`config.mk`:
```
export PLATFORM = sky130hd
export DESIGN_NAME = refresh_interval_timer
export DESIGN_NICKNAME = d
export VERILOG_FILES = /design/src/rtl/rit_pkg.sv /design/src/rtl/rit_prescaler.sv /design/src/rtl/rit_interval.sv /design/src/rtl/rit_tally.sv /design/src/rtl/refresh_interval_timer.sv
export SDC_FILE = /design/constraint.sdc
export NUM_CORES = 1
export LEC_CHECK = 0
export ABC_CLOCK_PERIOD_IN_PS = 3100
export CORE_MARGIN = 2
export CORE_UTILIZATION = 25
export CTS_CLUSTER_DIAMETER = 30
export DETAILED_ROUTE_END_ITERATION = 12
export SKIP_CTS_REPAIR_TIMING = 1
export SYNTH_ARGS = -nofsm -noshare
export SYNTH_HDL_FRONTEND = slang
export SYNTH_SLANG_ARGS = --single-unit
```
`constraint.sdc`:
```
create_clock -name clk -period 3.1 [get_ports clk]
set_input_delay 0.62 -clock clk [delete_from_list [all_inputs] [get_ports clk]]
set_output_delay 0.62 -clock clk [all_outputs]
set_load 0.005 [all_outputs]
```
`src/rtl/rit_pkg.sv`:
```
package rit_pkg;
  localparam int DATA_W = 16;
  localparam int CNT_W  = 8;
  localparam int TAL_W  = 10;
  localparam int DIV_W  = 12;

  typedef enum logic [1:0] {
    A_CTRL  = 2'd0,
    A_COUNT = 2'd1,
    A_CONST = 2'd2,
    A_TALLY = 2'd3
  } reg_addr_e;

  localparam int B_LIM = 3;
  localparam int B_CMF = 4;
  localparam int B_OVF = 5;

  function automatic logic [DIV_W-1:0] div_mask(input logic [2:0] sel);
    case (sel)
      3'd1:    return DIV_W'(12'h003);
      3'd2:    return DIV_W'(12'h00F);
      3'd3:    return DIV_W'(12'h03F);
      3'd4:    return DIV_W'(12'h0FF);
      3'd5:    return DIV_W'(12'h3FF);
      3'd6:    return DIV_W'(12'h7FF);
      default: return DIV_W'(12'hFFF);
    endcase
  endfunction
endpackage

```
`src/rtl/rit_prescaler.sv`:
```
module rit_prescaler
  import rit_pkg::*;
(
  input  logic       clk,
  input  logic       rst_n,
  input  logic [2:0] sel,
  input  logic       restart,
  output logic       tick
);
  logic [DIV_W-1:0] div_q;
  logic [DIV_W-1:0] mask;

  assign mask = div_mask(sel);
  assign tick = (sel != 3'd0) && ((div_q & mask) == mask);

  always_ff @(posedge clk) begin
    if (!rst_n || restart) div_q <= '0;
    else                   div_q <= div_q + 1'b1;
  end
endmodule

```
`src/rtl/rit_interval.sv`:
```
module rit_interval #(
  parameter int W = 8
) (
  input  logic         clk,
  input  logic         rst_n,
  input  logic         tick,
  input  logic [W-1:0] limit,
  input  logic         wr_en,
  input  logic [W-1:0] wr_data,
  output logic [W-1:0] cnt,
  output logic         match
);
  logic [W-1:0] cnt_q;
  logic         at_limit;

  assign at_limit = (cnt_q == limit);
  assign match    = tick && !wr_en && at_limit;
  assign cnt      = cnt_q;

  always_ff @(posedge clk) begin
    if (!rst_n)        cnt_q <= '0;
    else if (wr_en)    cnt_q <= wr_data;
    else if (tick)     cnt_q <= at_limit ? '0 : cnt_q + 1'b1;
  end
endmodule

```
`src/rtl/rit_tally.sv`:
```
module rit_tally #(
  parameter int W = 10
) (
  input  logic         clk,
  input  logic         rst_n,
  input  logic         inc,
  input  logic         half_lim,
  input  logic         wr_en,
  input  logic [W-1:0] wr_data,
  output logic [W-1:0] tally,
  output logic         ovf_evt
);
  localparam logic [W-1:0] FULL_M1 = {W{1'b1}};
  localparam logic [W-1:0] HALF_M1 = {1'b0, {(W-1){1'b1}}};

  logic [W-1:0] tal_q;
  logic [W-1:0] thr;

  assign thr     = half_lim ? HALF_M1 : FULL_M1;
  assign ovf_evt = inc && !wr_en && (tal_q >= thr);
  assign tally   = tal_q;

  always_ff @(posedge clk) begin
    if (!rst_n)       tal_q <= '0;
    else if (wr_en)   tal_q <= wr_data;
    else if (ovf_evt) tal_q <= '0;
    else if (inc)     tal_q <= tal_q + 1'b1;
  end
endmodule

```
`src/rtl/refresh_interval_timer.sv`:
```
module refresh_interval_timer
  import rit_pkg::*;
(
  input  logic              clk,
  input  logic              rst_n,
  input  logic [1:0]        reg_addr,
  input  logic              reg_wr,
  input  logic [DATA_W-1:0] reg_wdata,
  output logic [DATA_W-1:0] reg_rdata,
  input  logic              rfsh_en,
  input  logic              auto_mode,
  output logic              rfsh_req
);
  logic [2:0]       clk_sel_q;
  logic             lim_sel_q;
  logic             cmp_flag_q;
  logic             ovf_flag_q;
  logic             req_q;
  logic [CNT_W-1:0] const_q;
  logic [CNT_W-1:0] cnt_q;
  logic [TAL_W-1:0] tally_q;
  logic             tick;
  logic             match;
  logic             ovf_evt;
  logic             ctrl_wr, cnt_wr, const_wr, tally_wr;

  assign ctrl_wr  = reg_wr && (reg_addr == A_CTRL);
  assign cnt_wr   = reg_wr && (reg_addr == A_COUNT);
  assign const_wr = reg_wr && (reg_addr == A_CONST);
  assign tally_wr = reg_wr && (reg_addr == A_TALLY);

  rit_prescaler u_pre (
    .clk     (clk),
    .rst_n   (rst_n),
    .sel     (clk_sel_q),
    .restart (ctrl_wr),
    .tick    (tick)
  );

  rit_interval #(.W(CNT_W)) u_int (
    .clk     (clk),
    .rst_n   (rst_n),
    .tick    (tick),
    .limit   (const_q),
    .wr_en   (cnt_wr),
    .wr_data (reg_wdata[CNT_W-1:0]),
    .cnt     (cnt_q),
    .match   (match)
  );

  rit_tally #(.W(TAL_W)) u_tal (
    .clk      (clk),
    .rst_n    (rst_n),
    .inc      (match),
    .half_lim (lim_sel_q),
    .wr_en    (tally_wr),
    .wr_data  (reg_wdata[TAL_W-1:0]),
    .tally    (tally_q),
    .ovf_evt  (ovf_evt)
  );

  always_ff @(posedge clk) begin
    if (!rst_n) begin
      clk_sel_q  <= '0;
      lim_sel_q  <= 1'b0;
      cmp_flag_q <= 1'b0;
      ovf_flag_q <= 1'b0;
      const_q    <= '0;
      req_q      <= 1'b0;
    end else begin
      if (ctrl_wr) begin
        clk_sel_q <= reg_wdata[2:0];
        lim_sel_q <= reg_wdata[B_LIM];
      end
      if (const_wr) const_q <= reg_wdata[CNT_W-1:0];

      if (match)                             cmp_flag_q <= 1'b1;
      else if (ctrl_wr && !reg_wdata[B_CMF]) cmp_flag_q <= 1'b0;

      if (ovf_evt)                           ovf_flag_q <= 1'b1;
      else if (ctrl_wr && !reg_wdata[B_OVF]) ovf_flag_q <= 1'b0;

      req_q <= match && rfsh_en && auto_mode;
    end
  end

  assign rfsh_req = req_q;

  always_comb begin
    reg_rdata = '0;
    case (reg_addr_e'(reg_addr))
      A_CTRL:  reg_rdata[5:0] = {ovf_flag_q, cmp_flag_q, lim_sel_q, clk_sel_q};
      A_COUNT: reg_rdata[CNT_W-1:0] = cnt_q;
      A_CONST: reg_rdata[CNT_W-1:0] = const_q;
      default: reg_rdata[TAL_W-1:0] = tally_q;
    endcase
  end
endmodule

```
* Yosys cells after proc, flatten, opt, wreduce, memory -nomap -nowiden *
Index checks and enable logic that the tools add are counted.

word-level totals
  bits in registers = 45
  output and inout port bits = 17

operators by class
  add/subtract/negate cells = 3
  order comparisons = 1
  equal/unequal tests = 11
  multiplexer cells = 15
  bitwise gates (word level) = 1
  reduce and logical (&&, ||, !) cells = 26

operator list
  kind                                           count
  one-hot mux 12 bit (6 select lines)            1
  2-to-1 mux 10 bit                              4
  2-to-1 mux 8 bit                               3
  one-hot mux 6 bit (3 select lines)             1
  logical AND 1 bit                              13
  adder 12 x 1 -> 12 bit, second input constant  1
  AND 12 bit                                     1
  == test 12 bit                                 1
  adder 10 x 1 -> 10 bit, second input constant  1
  greater-or-equal comparator 10 bit             1
  == test 3 bit, second input constant           3
  adder 8 x 1 -> 8 bit, second input constant    1
  == test 8 bit                                  1
  == test 3 x 2 -> 1 bit, second input constant  2
  one-hot mux 2 bit (3 select lines)             1
  nonzero test 2 bit                             3
  nonzero test 3 bit                             2
  zero test 1 bit                                5
  == test 2 bit, second input constant           2
  2-to-1 mux 1 bit                               4
  == test 3 x 1 -> 1 bit, second input constant  1
  OR reduction 3 bit                             1
  == test 2 x 1 -> 1 bit, second input constant  1
  zero test 2 bit                                1
  2 further kinds                                2

* Longest topological paths before layout *
  word-level depth = 11
  gate-level depth with buffers = 8

* Modules after synthesis *
A second synthesis with hierarchy kept.

second synthesis, totals
  cells, all modules = 292
  area total of the unflattened synthesis = 2,637.5 um^2

modules (own cells, without submodules)
  module                  instances  cells an instance  area each (um^2)
  refresh_interval_timer  1          84                 883.3
  rit_tally               1          83                 663.1
  rit_interval            1          62                 546.8
  rit_prescaler           1          63                 544.3

* Worst setup path before layout *
OpenSTA, ideal clock, no wires.

  path kind = input port to output port
  from = input port reg_addr[1]
  to = output port reg_rdata[2]
  data arrival time = 1,500 ps
  path slack = 980 ps
  stages on the path = 2
  path through = clkbuf_1 mux4_2

on the way
  cells in the longest elaborated chain, start to end = 2
  elaborated cells on any way between the ends = 4
  classes of those cells = eq/ne: 2; mux: 1; reduce/logical: 1

ends and longest elaborated chain
  item                                   RTL line                      text
  start: declaration                     refresh_interval_timer.sv:6   input logic [1:0] reg_addr,
  == test 2 bit (tied with other cells)  refresh_interval_timer.sv:91  case (reg_addr_e'(reg_addr))
  one-hot mux 6 bit (3 select lines) *   refresh_interval_timer.sv:91
  end: declaration                       refresh_interval_timer.sv:9   output logic [DATA_W-1:0] reg_rdata,

Mark *: on every way between the ends. The rest lies on a longest branch, timed or not.

* Worst setup path in the final report *
  from = input port reg_addr[1]
  to = output port reg_rdata[3]

The elaborated chain is that of the path after synthesis.

==> flow_summary.toml <==
[layout]
drive_gt1_frac = 0.0940
area_growth_pct = 20.2
layout_common_cells = "dfxtp_1 (45), nor2_1 (32), nand2_1 (27), clkdlybuf4s50_1 (27), o21ai_0 (20)"
fillers = 1021
regArea_um2 = 901
multi_input_area_um2 = 1510
layout_commonest_cell = "dfxtp_1"
antenna_cells = 0
fin_nets = 345

[power_and_ir_drop]
seq_power_share = 0.540
powerDensity_nw_per_um2 = 381
p_leak_nw = 1.07
p_clk_frac = 0.314
combPwrFrac = 0.147
p_sw_mw = 0.312
p_int_mw = 0.840
p_sw_frac = 0.271
ir_drop_v = 0.000148

[timing]
setup_slack_ns = 0.202
timing.final.crit_share = 0.935
period_minus_slack_ns = 2.90
setup_tns_ns = 0
fmax_ghz = 0.345
rsz0062_at_grt = "no"
finalSetupViolCount = 0
maxSlewViolCount = 0
timing.slew.headroom = 0.467
finalClockSkew_ns = 0.0176
hold_viol = 0
worst_pin_slew_ns = 0.800

[synthesis]
ys_ff_latch = 45
syn_avg_cell_area_um2 = 8.69
synth-edff-count = 0
seq_area_frac_synth = 0.359
syn_area_um2 = 2510
async_flop_share = 0
ys_warn_count = 0
synth_flop_cell = "dfxtp_1"
synthCells = 289
yosysUniqueCellTypes = 54

[clock_tree]
cts-root-buf = "clkbuf_8"
clk_pin_slew_ns = 0.08
clkLatencyLatePin_ns = 0.30
cts_buffers = 5
cts_tree = "yes"
clock_path_buffers = 2
cts.sinks = 45
htreeDepth = 2

[floorplan]
start_util = 0.257
io_pins = 40
dieArea_um2 = 10900
die_h_um = 104
die_x_um = 104
rows = 36
core_um2 = 9770

[route]
drt_iter0_markers = 140
drtAntennaViolNets = 0
totalWireLength_mm = 6.28
drc = 0
vias_per_cell = 4.91
routedWlPerCell_um = 13.9
routed-via-count = 2219
dr.pass1.iters = 4

[setup_path]
worstPathRequired_ns = 2.48
endpoint_kind = "primary output"
cp-endpoint = "reg_rdata[3]"
path_cells = "clkdlybuf4s50_1 -> buf_12 -> mux4_2 -> clkdlybuf4s50_1"
crit_family = "buffers and inverters"
crit_start = "reg_addr[1]"
regToRegEndpoint = "u_tal.tally[3]"
r2r_setup_slack_ns = 0.73
cp-start-kind = "input pin"
cpMostUsedCell = "clkdlybuf4s50_1"
path_max_fanout = 15
worstReg2RegStart = "u_int.cnt[2]"
path_class = "in -> out"
crit_path_max_incr_delay_ns = 0.52
worst-path-buf-inv = 3
r2r_cells = 6
cp.depth = 4
worstPathArrival_ns = 2.28
slowest_stage = "mux4_2"

[grt]
antenna_found_initial = 0
first_global_vias = 2065
grt_max_degree = 18
grt_overflow = 0
grt_pass1_wl_mm = 10.4
track_usage = 0.118

[worst_hold_path]
min_path_type = "reg -> reg"

[status]
status = "finished clean"

[placement]
port_buffers = 27
finalWeightedCongestion = 0.828
place_hpwl_mm = 4.77
pre_cts_ws_ns = 0.203

[job]
cap_violations = 0
final cells by class:
class                   instances  share of cell area
clock buffers                   8              0.0265
flip-flops and latches         45               0.298
repair buffers                 34               0.111
inverters                       8             0.00995
multi-input cells             224               0.499
well taps                     133              0.0551
cell usage after synthesis, types with 4 or more instances:
| cell | count | area (um2) |
|---|---|---|
| a31oi_1 | 6 | 37.5 |
| nand4_1 | 5 | 31.3 |
| a22oi_1 | 4 | 30.0 |
| a21oi_1 | 10 | 50.1 |
| buf_4 | 7 | 52.6 |
| mux2i_1 | 9 | 90.1 |
| clkbuf_1 | 8 | 30.0 |
| nand2_1 | 27 | 101 |
| nor2_1 | 32 | 120 |
| mux4_2 | 6 | 135 |
| ha_1 | 4 | 50.1 |
| dfxtp_1 | 45 | 901 |
| inv_1 | 7 | 26.3 |
| nand3_1 | 15 | 75.1 |
| and3_1 | 7 | 43.8 |
| or3_1 | 4 | 25.0 |
| xnor2_1 | 12 | 105 |
| o21ai_0 | 20 | 100 |
| xor2_1 | 11 | 96.3 |
registers in the layout (all words and copies together), names as in the netlist:
signal       flops
clk_sel_q        3
cmp_flag_q       1
const_q          8
u_pre.div_q     12
u_int.cnt        8
rfsh_req         1
ovf_flag_q       1
u_tal.tally     10
lim_sel_q        1
power by group through the flow:
| stage | clock (mW) | sequential, mW | combinational, mW |
|---|---|---|---|
| floorplan | 0 | 0.625 | 0.106 |
| global placement | 0 | 0.634 | 0.166 |
| detailed placement | 0 | 0.634 | 0.168 |
| CTS | 0.367 | 0.621 | 0.169 |
| global route | 0.391 | 0.624 | 0.184 |
| finish | 0.361 | 0.621 | 0.169 |
worst min-delay path: stages (launching register included):
cell and delay (ns):
dfxtp_1 0.32, o21ai_0 0.07, a21oi_1 0.06
layer usage:
metal / track usage / vias to the layer above / part of all wire
li1: - / 1085 / -
met2: 0.191 / 57 / 0.46
met5: 0 / - / 0
met3: 0.0194 / 11 / 0.049
met1: 0.157 / 1066 / 0.47
met4: 0.0434 / 0 / 0.020
through the flow:
step                      power [mW]  hold slack [ns]   util  instances  cell area, um2
after floorplan                0.731            0.433      -        294            2530
after global placement         0.800            0.458  0.301        444            2940
after detailed placement       0.802            0.467  0.301        444            2940
after CTS                       1.16            0.481  0.309        452            3020
after global routing            1.20            0.524  0.309        452            3020
final                           1.15            0.485  0.309        452            3020
how the worst min path moves through the flow:
| stage | start | end | slack (ns) | cells after the start |
|---|---|---|---|---|
| after floorplan | u_pre.div_q[0] | u_pre.div_q[0] | 0.43 | 1 |
| after global placement | u_pre.div_q[0] | u_pre.div_q[0] | 0.46 | 1 |
| after detailed placement | cmp_flag_q | cmp_flag_q | 0.47 | 2 |
| after CTS | cmp_flag_q | cmp_flag_q | 0.48 | 2 |
| after global routing | u_pre.div_q[0] | u_pre.div_q[0] | 0.52 | 1 |
| final | cmp_flag_q | cmp_flag_q | 0.48 | 2 |
logic make-up after synthesis:
group / after synthesis / synth area share
AO/OA/AOI/OAI: 65 / 0.178
other: 1 / 0.00149
adder cells (fa/ha/maj): 4 / 0.0199
flip-flops: 45 / 0.359
AND/OR/NAND/NOR: 109 / 0.214
buffers and inverters: 25 / 0.0488
XOR/XNOR: 23 / 0.0802
multiplexers: 17 / 0.0987
Power figures use the tool's default switching activity.
